$ cat src/rtl/osf_pkg.sv
package osf_pkg;

  // Advance a ring pointer by inc (inc < depth) with wrap.
  function automatic int ring_add(input int ptr, input int inc, input int depth);
    int s;
    s = ptr + inc;
    return (s >= depth) ? s - depth : s;
  endfunction

  // Leading zero samples left for the next frame after one hop.
  function automatic int pad_after(input int zpad, input int hop);
    return (zpad > hop) ? zpad - hop : 0;
  endfunction

  // A returned sample is kept when its position is past the wrap region.
  function automatic bit keep_pos(input int pos, input int overlap);
    return pos >= overlap;
  endfunction

endpackage

$ cat src/rtl/osf_framer.sv
module osf_framer #(
  parameter int FRAME_LEN = 16,
  parameter int OVERLAP   = 8,
  parameter int DATA_W    = 16
) (
  input  logic              clk,
  input  logic              rst_n,
  input  logic              in_valid,
  input  logic [DATA_W-1:0] in_data,
  output logic              frm_valid,
  output logic [DATA_W-1:0] frm_data,
  output logic              frm_last,
  input  logic              frm_ready,
  output logic              seg_done,
  output logic              launch,
  output logic              ovf_flag
);
  localparam int HOP   = FRAME_LEN - OVERLAP;
  localparam int DEPTH = FRAME_LEN + HOP;
  localparam int PW    = $clog2(DEPTH);
  localparam int IW    = $clog2(FRAME_LEN);
  localparam int FW    = $clog2(HOP + 1);
  localparam int ZW    = $clog2(OVERLAP + 1);

  logic [DATA_W-1:0] mem [DEPTH];
  logic [PW-1:0]     wr_ptr, rd_ptr, pend_start;
  logic [FW-1:0]     fill_cnt;
  logic [IW-1:0]     rd_idx;
  logic [ZW-1:0]     zpad, zleft;
  logic              busy, pend;

  logic              take, accept, done_frame, port_free;
  logic [PW-1:0]     seg_start, launch_start;

  assign take         = in_valid & ~pend;
  assign accept       = busy & frm_ready;
  assign done_frame   = accept & (rd_idx == IW'(FRAME_LEN - 1));
  assign port_free    = ~busy | done_frame;
  assign seg_done     = take & (fill_cnt == FW'(HOP - 1));
  assign launch       = (pend | seg_done) & port_free;
  assign seg_start    = PW'(osf_pkg::ring_add(int'(wr_ptr), HOP + 1, DEPTH));
  assign launch_start = pend ? pend_start : seg_start;

  assign frm_valid = busy;
  assign frm_last  = busy & (rd_idx == IW'(FRAME_LEN - 1));
  assign frm_data  = (int'(rd_idx) < int'(zleft)) ? '0 : mem[rd_ptr];

  always_ff @(posedge clk) begin
    if (take) mem[wr_ptr] <= in_data;
  end

  always_ff @(posedge clk) begin
    if (!rst_n) begin
      wr_ptr     <= '0;
      fill_cnt   <= '0;
      pend       <= 1'b0;
      pend_start <= '0;
      busy       <= 1'b0;
      rd_ptr     <= '0;
      rd_idx     <= '0;
      zpad       <= ZW'(OVERLAP);
      zleft      <= '0;
      ovf_flag   <= 1'b0;
    end else begin
      if (in_valid && pend) ovf_flag <= 1'b1;
      if (take) begin
        wr_ptr   <= PW'(osf_pkg::ring_add(int'(wr_ptr), 1, DEPTH));
        fill_cnt <= seg_done ? '0 : fill_cnt + 1'b1;
      end
      if (seg_done && !port_free) begin
        pend       <= 1'b1;
        pend_start <= seg_start;
      end else if (launch) begin
        pend <= 1'b0;
      end
      if (launch) begin
        busy   <= 1'b1;
        rd_ptr <= launch_start;
        rd_idx <= '0;
        zleft  <= zpad;
        zpad   <= ZW'(osf_pkg::pad_after(int'(zpad), HOP));
      end else if (done_frame) begin
        busy <= 1'b0;
      end else if (accept) begin
        rd_ptr <= PW'(osf_pkg::ring_add(int'(rd_ptr), 1, DEPTH));
        rd_idx <= rd_idx + 1'b1;
      end
    end
  end
endmodule

$ cat src/rtl/osf_trimmer.sv
module osf_trimmer #(
  parameter int FRAME_LEN = 16,
  parameter int OVERLAP   = 8,
  parameter int DATA_W    = 16
) (
  input  logic              clk,
  input  logic              rst_n,
  input  logic              ret_valid,
  input  logic [DATA_W-1:0] ret_data,
  output logic              keep,
  output logic [DATA_W-1:0] keep_data,
  output logic              block_seen
);
  localparam int CW = $clog2(FRAME_LEN);

  logic [CW-1:0] pos;
  logic          blk_end;

  assign keep      = ret_valid & osf_pkg::keep_pos(int'(pos), OVERLAP);
  assign keep_data = ret_data;
  assign blk_end   = ret_valid & (pos == CW'(FRAME_LEN - 1));

  always_ff @(posedge clk) begin
    if (!rst_n) begin
      pos        <= '0;
      block_seen <= 1'b0;
    end else if (ret_valid) begin
      pos <= blk_end ? '0 : pos + 1'b1;
      if (blk_end) block_seen <= 1'b1;
    end
  end
endmodule

$ cat src/rtl/osf_fifo.sv
module osf_fifo #(
  parameter int DEPTH  = 8,
  parameter int DATA_W = 16
) (
  input  logic              clk,
  input  logic              rst_n,
  input  logic              push,
  input  logic [DATA_W-1:0] din,
  input  logic              pop,
  output logic [DATA_W-1:0] head,
  output logic              empty
);
  localparam int AW = $clog2(DEPTH);
  localparam int CW = $clog2(DEPTH + 1);

  logic [DATA_W-1:0] mem [DEPTH];
  logic [AW-1:0]     wp, rp;
  logic [CW-1:0]     cnt;
  logic              full, do_push, do_pop;

  assign empty   = (cnt == '0);
  assign full    = (cnt == CW'(DEPTH));
  assign do_pop  = pop & ~empty;
  assign do_push = push & ~full;
  assign head    = mem[rp];

  always_ff @(posedge clk) begin
    if (do_push) mem[wp] <= din;
  end

  always_ff @(posedge clk) begin
    if (!rst_n) begin
      wp  <= '0;
      rp  <= '0;
      cnt <= '0;
    end else begin
      if (do_push) wp <= AW'(osf_pkg::ring_add(int'(wp), 1, DEPTH));
      if (do_pop)  rp <= AW'(osf_pkg::ring_add(int'(rp), 1, DEPTH));
      case ({do_push, do_pop})
        2'b10:   cnt <= cnt + 1'b1;
        2'b01:   cnt <= cnt - 1'b1;
        default: cnt <= cnt;
      endcase
    end
  end
endmodule

$ cat src/rtl/os_framer_trimmer.sv
module os_framer_trimmer #(
  parameter int FRAME_LEN = 16,
  parameter int OVERLAP   = 8,
  parameter int DATA_W    = 16
) (
  input  logic              clk,
  input  logic              rst_n,
  input  logic              in_valid,
  input  logic [DATA_W-1:0] in_data,
  output logic              frm_valid,
  output logic [DATA_W-1:0] frm_data,
  output logic              frm_last,
  input  logic              frm_ready,
  input  logic              ret_valid,
  input  logic [DATA_W-1:0] ret_data,
  input  logic              out_req,
  output logic              out_valid,
  output logic [DATA_W-1:0] out_data,
  output logic              ovf_flag,
  output logic              udf_flag
);
  localparam int HOP = FRAME_LEN - OVERLAP;

  logic              fr_seg_done, fr_launch;
  logic              trm_keep, trm_seen;
  logic [DATA_W-1:0] trm_data, fifo_head;
  logic              fifo_empty, out_pop;

  osf_framer #(.FRAME_LEN(FRAME_LEN), .OVERLAP(OVERLAP), .DATA_W(DATA_W)) u_framer (
    .clk(clk), .rst_n(rst_n), .in_valid(in_valid), .in_data(in_data),
    .frm_valid(frm_valid), .frm_data(frm_data), .frm_last(frm_last),
    .frm_ready(frm_ready), .seg_done(fr_seg_done), .launch(fr_launch),
    .ovf_flag(ovf_flag)
  );

  osf_trimmer #(.FRAME_LEN(FRAME_LEN), .OVERLAP(OVERLAP), .DATA_W(DATA_W)) u_trim (
    .clk(clk), .rst_n(rst_n), .ret_valid(ret_valid), .ret_data(ret_data),
    .keep(trm_keep), .keep_data(trm_data), .block_seen(trm_seen)
  );

  osf_fifo #(.DEPTH(HOP), .DATA_W(DATA_W)) u_fifo (
    .clk(clk), .rst_n(rst_n), .push(trm_keep), .din(trm_data),
    .pop(out_pop), .head(fifo_head), .empty(fifo_empty)
  );

  assign out_pop = out_req & trm_seen & ~fifo_empty;

  always_ff @(posedge clk) begin
    if (!rst_n) begin
      out_valid <= 1'b0;
      out_data  <= '0;
      udf_flag  <= 1'b0;
    end else begin
      out_valid <= out_pop;
      if (out_pop) out_data <= fifo_head;
      if (out_req && !trm_seen) udf_flag <= 1'b1;
    end
  end
endmodule

$ cat config.mk
export PLATFORM = sky130hd
export DESIGN_NAME = os_framer_trimmer
export DESIGN_NICKNAME = d
export VERILOG_FILES = /design/src/rtl/osf_pkg.sv /design/src/rtl/osf_framer.sv /design/src/rtl/osf_trimmer.sv /design/src/rtl/osf_fifo.sv /design/src/rtl/os_framer_trimmer.sv
export SDC_FILE = /design/constraint.sdc
export NUM_CORES = 1
export LEC_CHECK = 0
export ABC_CLOCK_PERIOD_IN_PS = 7700
export BUFFER_PORTS_ARGS = -buffer_cell sky130_fd_sc_hd__buf_2
export CAP_MARGIN = 20
export CORE_ASPECT_RATIO = 1.4
export CORE_UTILIZATION = 48
export CTS_CLUSTER_DIAMETER = 60
export CTS_CLUSTER_SIZE = 40
export DETAILED_ROUTE_END_ITERATION = 16
export HOLD_SLACK_MARGIN = 0.15
export SLEW_MARGIN = 25
export SYNTH_ARGS = -nofsm -noshare
export SYNTH_HDL_FRONTEND = slang
export SYNTH_SLANG_ARGS = --single-unit
$ cat constraint.sdc
create_clock -name clk -period 7.7 [get_ports clk]
set_input_delay 1.54 -clock clk [delete_from_list [all_inputs] [get_ports clk]]
set_output_delay 1.54 -clock clk [all_outputs]
set_load 0.01 [all_outputs]
==> impl_results.md <==
- TritonCTS Sinks: 578
- Fin worst setup slack: 2.80 ns
- Cell area after synthesis: 22600 um2
- Synth Area in XOR/XNOR: 0.00619
- Max FO, Critical Path: 40
- FP Rows: 93
- Mapped Cells: 1230
- Vias in the first global route: 11500
- Post-Synth Adder-Cell Area: 0.00885
- Setup total negative slack: 0 ns
- Remaining DRCs: 0
- Post-CTS Hold Fix Bufs: 0
- Fraction of registers with async set/reset: 0
- Synth cell types: 48
- Crit path arrival time: 3.36 ns
- Global-route wire length before repair: 71500 um
- Final slew viol count: 0
- Placed Instances: 1903
- Max-cap viol count: 0
- Maximum buffer depth of the clock tree: 3
- Number of fillers in the final layout: 3732
- Synth Area in Simple Gates: 0.0425
- TritonCTS buffer count: 35
- Post-route cell area: 25100 um2
- Detailed Place HPWL: 29400 um
- Max Freq: 0.204 GHz
- Post-synth EDFFs: 512
- Critical Path RT: 6.16 ns
- Area contributors post-synth: edfxtp_1 (68%), mux4_2 (9.6%), dfxtp_1 (5.8%), mux2i_1 (3.9%), a22oi_1 (1.6%)
- Tot GR Track Use: 0.203
- Compound-cell area share of the yosys netlist: 0.0448
- Startpoint types: flop
- Wirelength, routed: 47300 um
- Final core utilization: 0.541
- Min Tclk post-route: 4.90 ns
- Nature of the critical path endpoint: output pin
- Post-synthesis mux area share: 0.143
- #FFs+latches synth: 578
- PD cells: 225 nW/um2
- Worst slew pin tran: 1.02 ns
- Core area: 46300 um2
- Ant diodes: 0
- ANT nets after route: 0
- Starting density of the core: 0.488
- CP Class: reg -> out
- Clock skew: 0.0243 ns
- Worst skew pair latency: 0.56 ns
- Leakage: 8.02 nW
- DRT Pass-1 Iters: 6
- Initial antenna violation count: 1
- H-Tree Depth: 2
- Vias: 11100
- Wire per inst: 24.0 um
- Area fraction of the dominant cell type after synthesis: 0.680
- WHS: 0.448 ns
- Die width: 185 um
- Slew margin rel.: 0.321
- Synth Warn #: 0
- # setup viols final: 0
- Final Hold Viols: 0
- Clock slew at reported path FFs: 0.09 ns
- Place WS: 3.30 ns
- Sequential-to-total area share from yosys stat: 0.738
- Non-filler instance count after layout: 1966
- Tot Pwr: 5.63 mW
- RSZ-0062 raised after global routing: false
- Vias per cell: 5.66
- Max IR drop VDD: 192 uV
- Root buffer cell: clkbuf_16
- PortBufs: 74
- Post-synthesis average cell area: 18.4 um2
- Status: complete, no violations
- Syn-to-layout area delta: 10.8%
- Post-synth net total: 1284
- Largest family of logic cells by synthesized area: multiplexers
- Layout cells sized above 1: 0.228
- GP Congestion: 0.744
- Dominant cell type by area after synthesis: edfxtp_1
- DIE AREA: 48000 um2
- Boundary Pins: 75
- DR iter-0 viols: 748
- Post-CTS sizing: 0
- Final Cycle Share: 0.636
- GR Overflow Total: 0
- Placed cell area: 23800 um2
- Largest net degree at the start of global routing: 60
- Synth Flop Type: edfxtp_1
- Post-CTS setup buffers: 0
- Nets: 1377
- Hold Crit Class: reg -> reg
- Die height: 259 um
- CTS tree: done
-- placed cells by master, fill, tap and decap left out, types with 4 or more instances in the layout --
master      count
o21ai_0        11
buf_4          46
a22oi_1        48
a21boi_0        8
edfxtp_1      512
a21oi_1        13
nand3_1        22
mux2i_1        89
ha_1           16
nor2_1         40
nor3_1          5
a31oi_1        18
dfxtp_1        62
clkbuf_16      37
mux4_2         96
clkinvlp_4      4
nand2b_1        7
o21a_1          6
inv_8           5
mux2_2         17
buf_2          74
o211a_1        19
inv_1          11
and2_1         16
nor2b_1        18
nand2_1        77
xor2_1          6
xnor2_1        10
-- logic make-up after synthesis --
logic type | Yosys count
adder cells (fa/ha/maj) | 16
flip-flops | 578
AO/OA/AOI/OAI | 138
AND/OR/NAND/NOR | 205
XOR/XNOR | 16
multiplexers | 202
buffers and inverters | 75
-- cells in the mapped netlist (all sizes together), types with 2 or more instances --
cell / instances
o21a: 6
nor4bb: 2
clkbuf: 28
mux2: 17
a31oi: 18
mux2i: 89
nor3: 8
ha: 16
or3: 2
mux4: 96
o21ai: 11
o211a: 19
o32ai: 2
edfxtp: 512
xnor2: 10
nand2b: 7
a21oi: 14
nor2: 43
o22ai: 2
and3: 3
buf: 36
and2: 16
nand2: 77
inv: 11
dfxtp: 66
nand3: 22
nor2b: 19
xor2: 6
a22oi: 48
and3b: 2
nand4: 3
a21boi: 8
-- area by class of cell --
| cell class | count | area (um2) | share of cell area |
|---|---|---|---|
| multi-input cells | 577 | 5600 | 0.223 |
| flip-flops and latches | 578 | 16700 | 0.666 |
| clock inverters | 26 | 315 | 0.0126 |
| repair buffers | 120 | 716 | 0.0285 |
| clock buffers | 37 | 926 | 0.0369 |
| well taps | 617 | 772 | 0.0308 |
| inverters | 11 | 41.3 | 0.00165 |
-- where the power goes --
part / switching, mW / internal (mW) / leakage [nW] / total, mW
combinational: 0.0784 / 0.0294 / 2.28 / 0.108
sequential: 0.00560 / 3.42 / 5.15 / 3.42
clock: 1.12 / 0.983 / 0.596 / 2.10
total: 1.20 / 4.43 / 8.02 / 5.63
-- registers in the layout, summed over array words and instances, names as in the netlist, named ones only --
register / cells
out_data: 16
out_valid: 1
u_fifo.cnt: 4
u_fifo.mem: 128
u_fifo.rp: 3
u_fifo.wp: 3
u_framer.fill_cnt: 4
u_framer.frm_valid: 1
u_framer.mem: 384
u_framer.ovf_flag: 1
u_framer.pend: 1
u_framer.pend_start: 5
u_framer.rd_idx: 4
u_framer.rd_ptr: 5
u_framer.wr_ptr: 5
u_framer.zleft: 1
u_framer.zpad: 1
u_trim.block_seen: 1
u_trim.pos: 4
udf_flag: 1
-- worst max-delay path, cell delays in order, from the launching register on --
cell	delay [ns]
dfxtp_4	0.80
buf_4	0.68
mux4_2	0.59
a22oi_1	0.29
a31oi_1	0.20
buf_2	0.21
-- metal layers --
metal | routed length [um] | track usage | up-vias | part of all wire
li1 | - | - | 5073 | -
met1 | 19500 | 0.258 | 5782 | 0.41
met2 | 25200 | 0.366 | 219 | 0.53
met3 | 1710 | 0.0254 | 58 | 0.036
met4 | 872 | 0.0510 | 0 | 0.018
met5 | 0 | 0 | - | 0
-- path summary, 6_finish.rpt --
| path | end | startpoint | slack, ns | cells after the start |
|---|---|---|---|---|
| max reg2reg | u_fifo.cnt[2]$_SDFFE_PN0P_ | u_fifo.cnt[1]$_SDFFE_PN0P_ | 5.21 | 10 |
| min | u_framer.zpad[3]$_SDFFE_PN1P_ | u_framer.zpad[3]$_SDFFE_PN1P_ | 0.45 | 2 |
| max | frm_data[15] | flop | 2.80 | 5 |
| min reg2reg | u_framer.zpad[3]$_SDFFE_PN1P_ | u_framer.zpad[3]$_SDFFE_PN1P_ | 0.45 | 2 |
(Power assumes the default switching activity.)
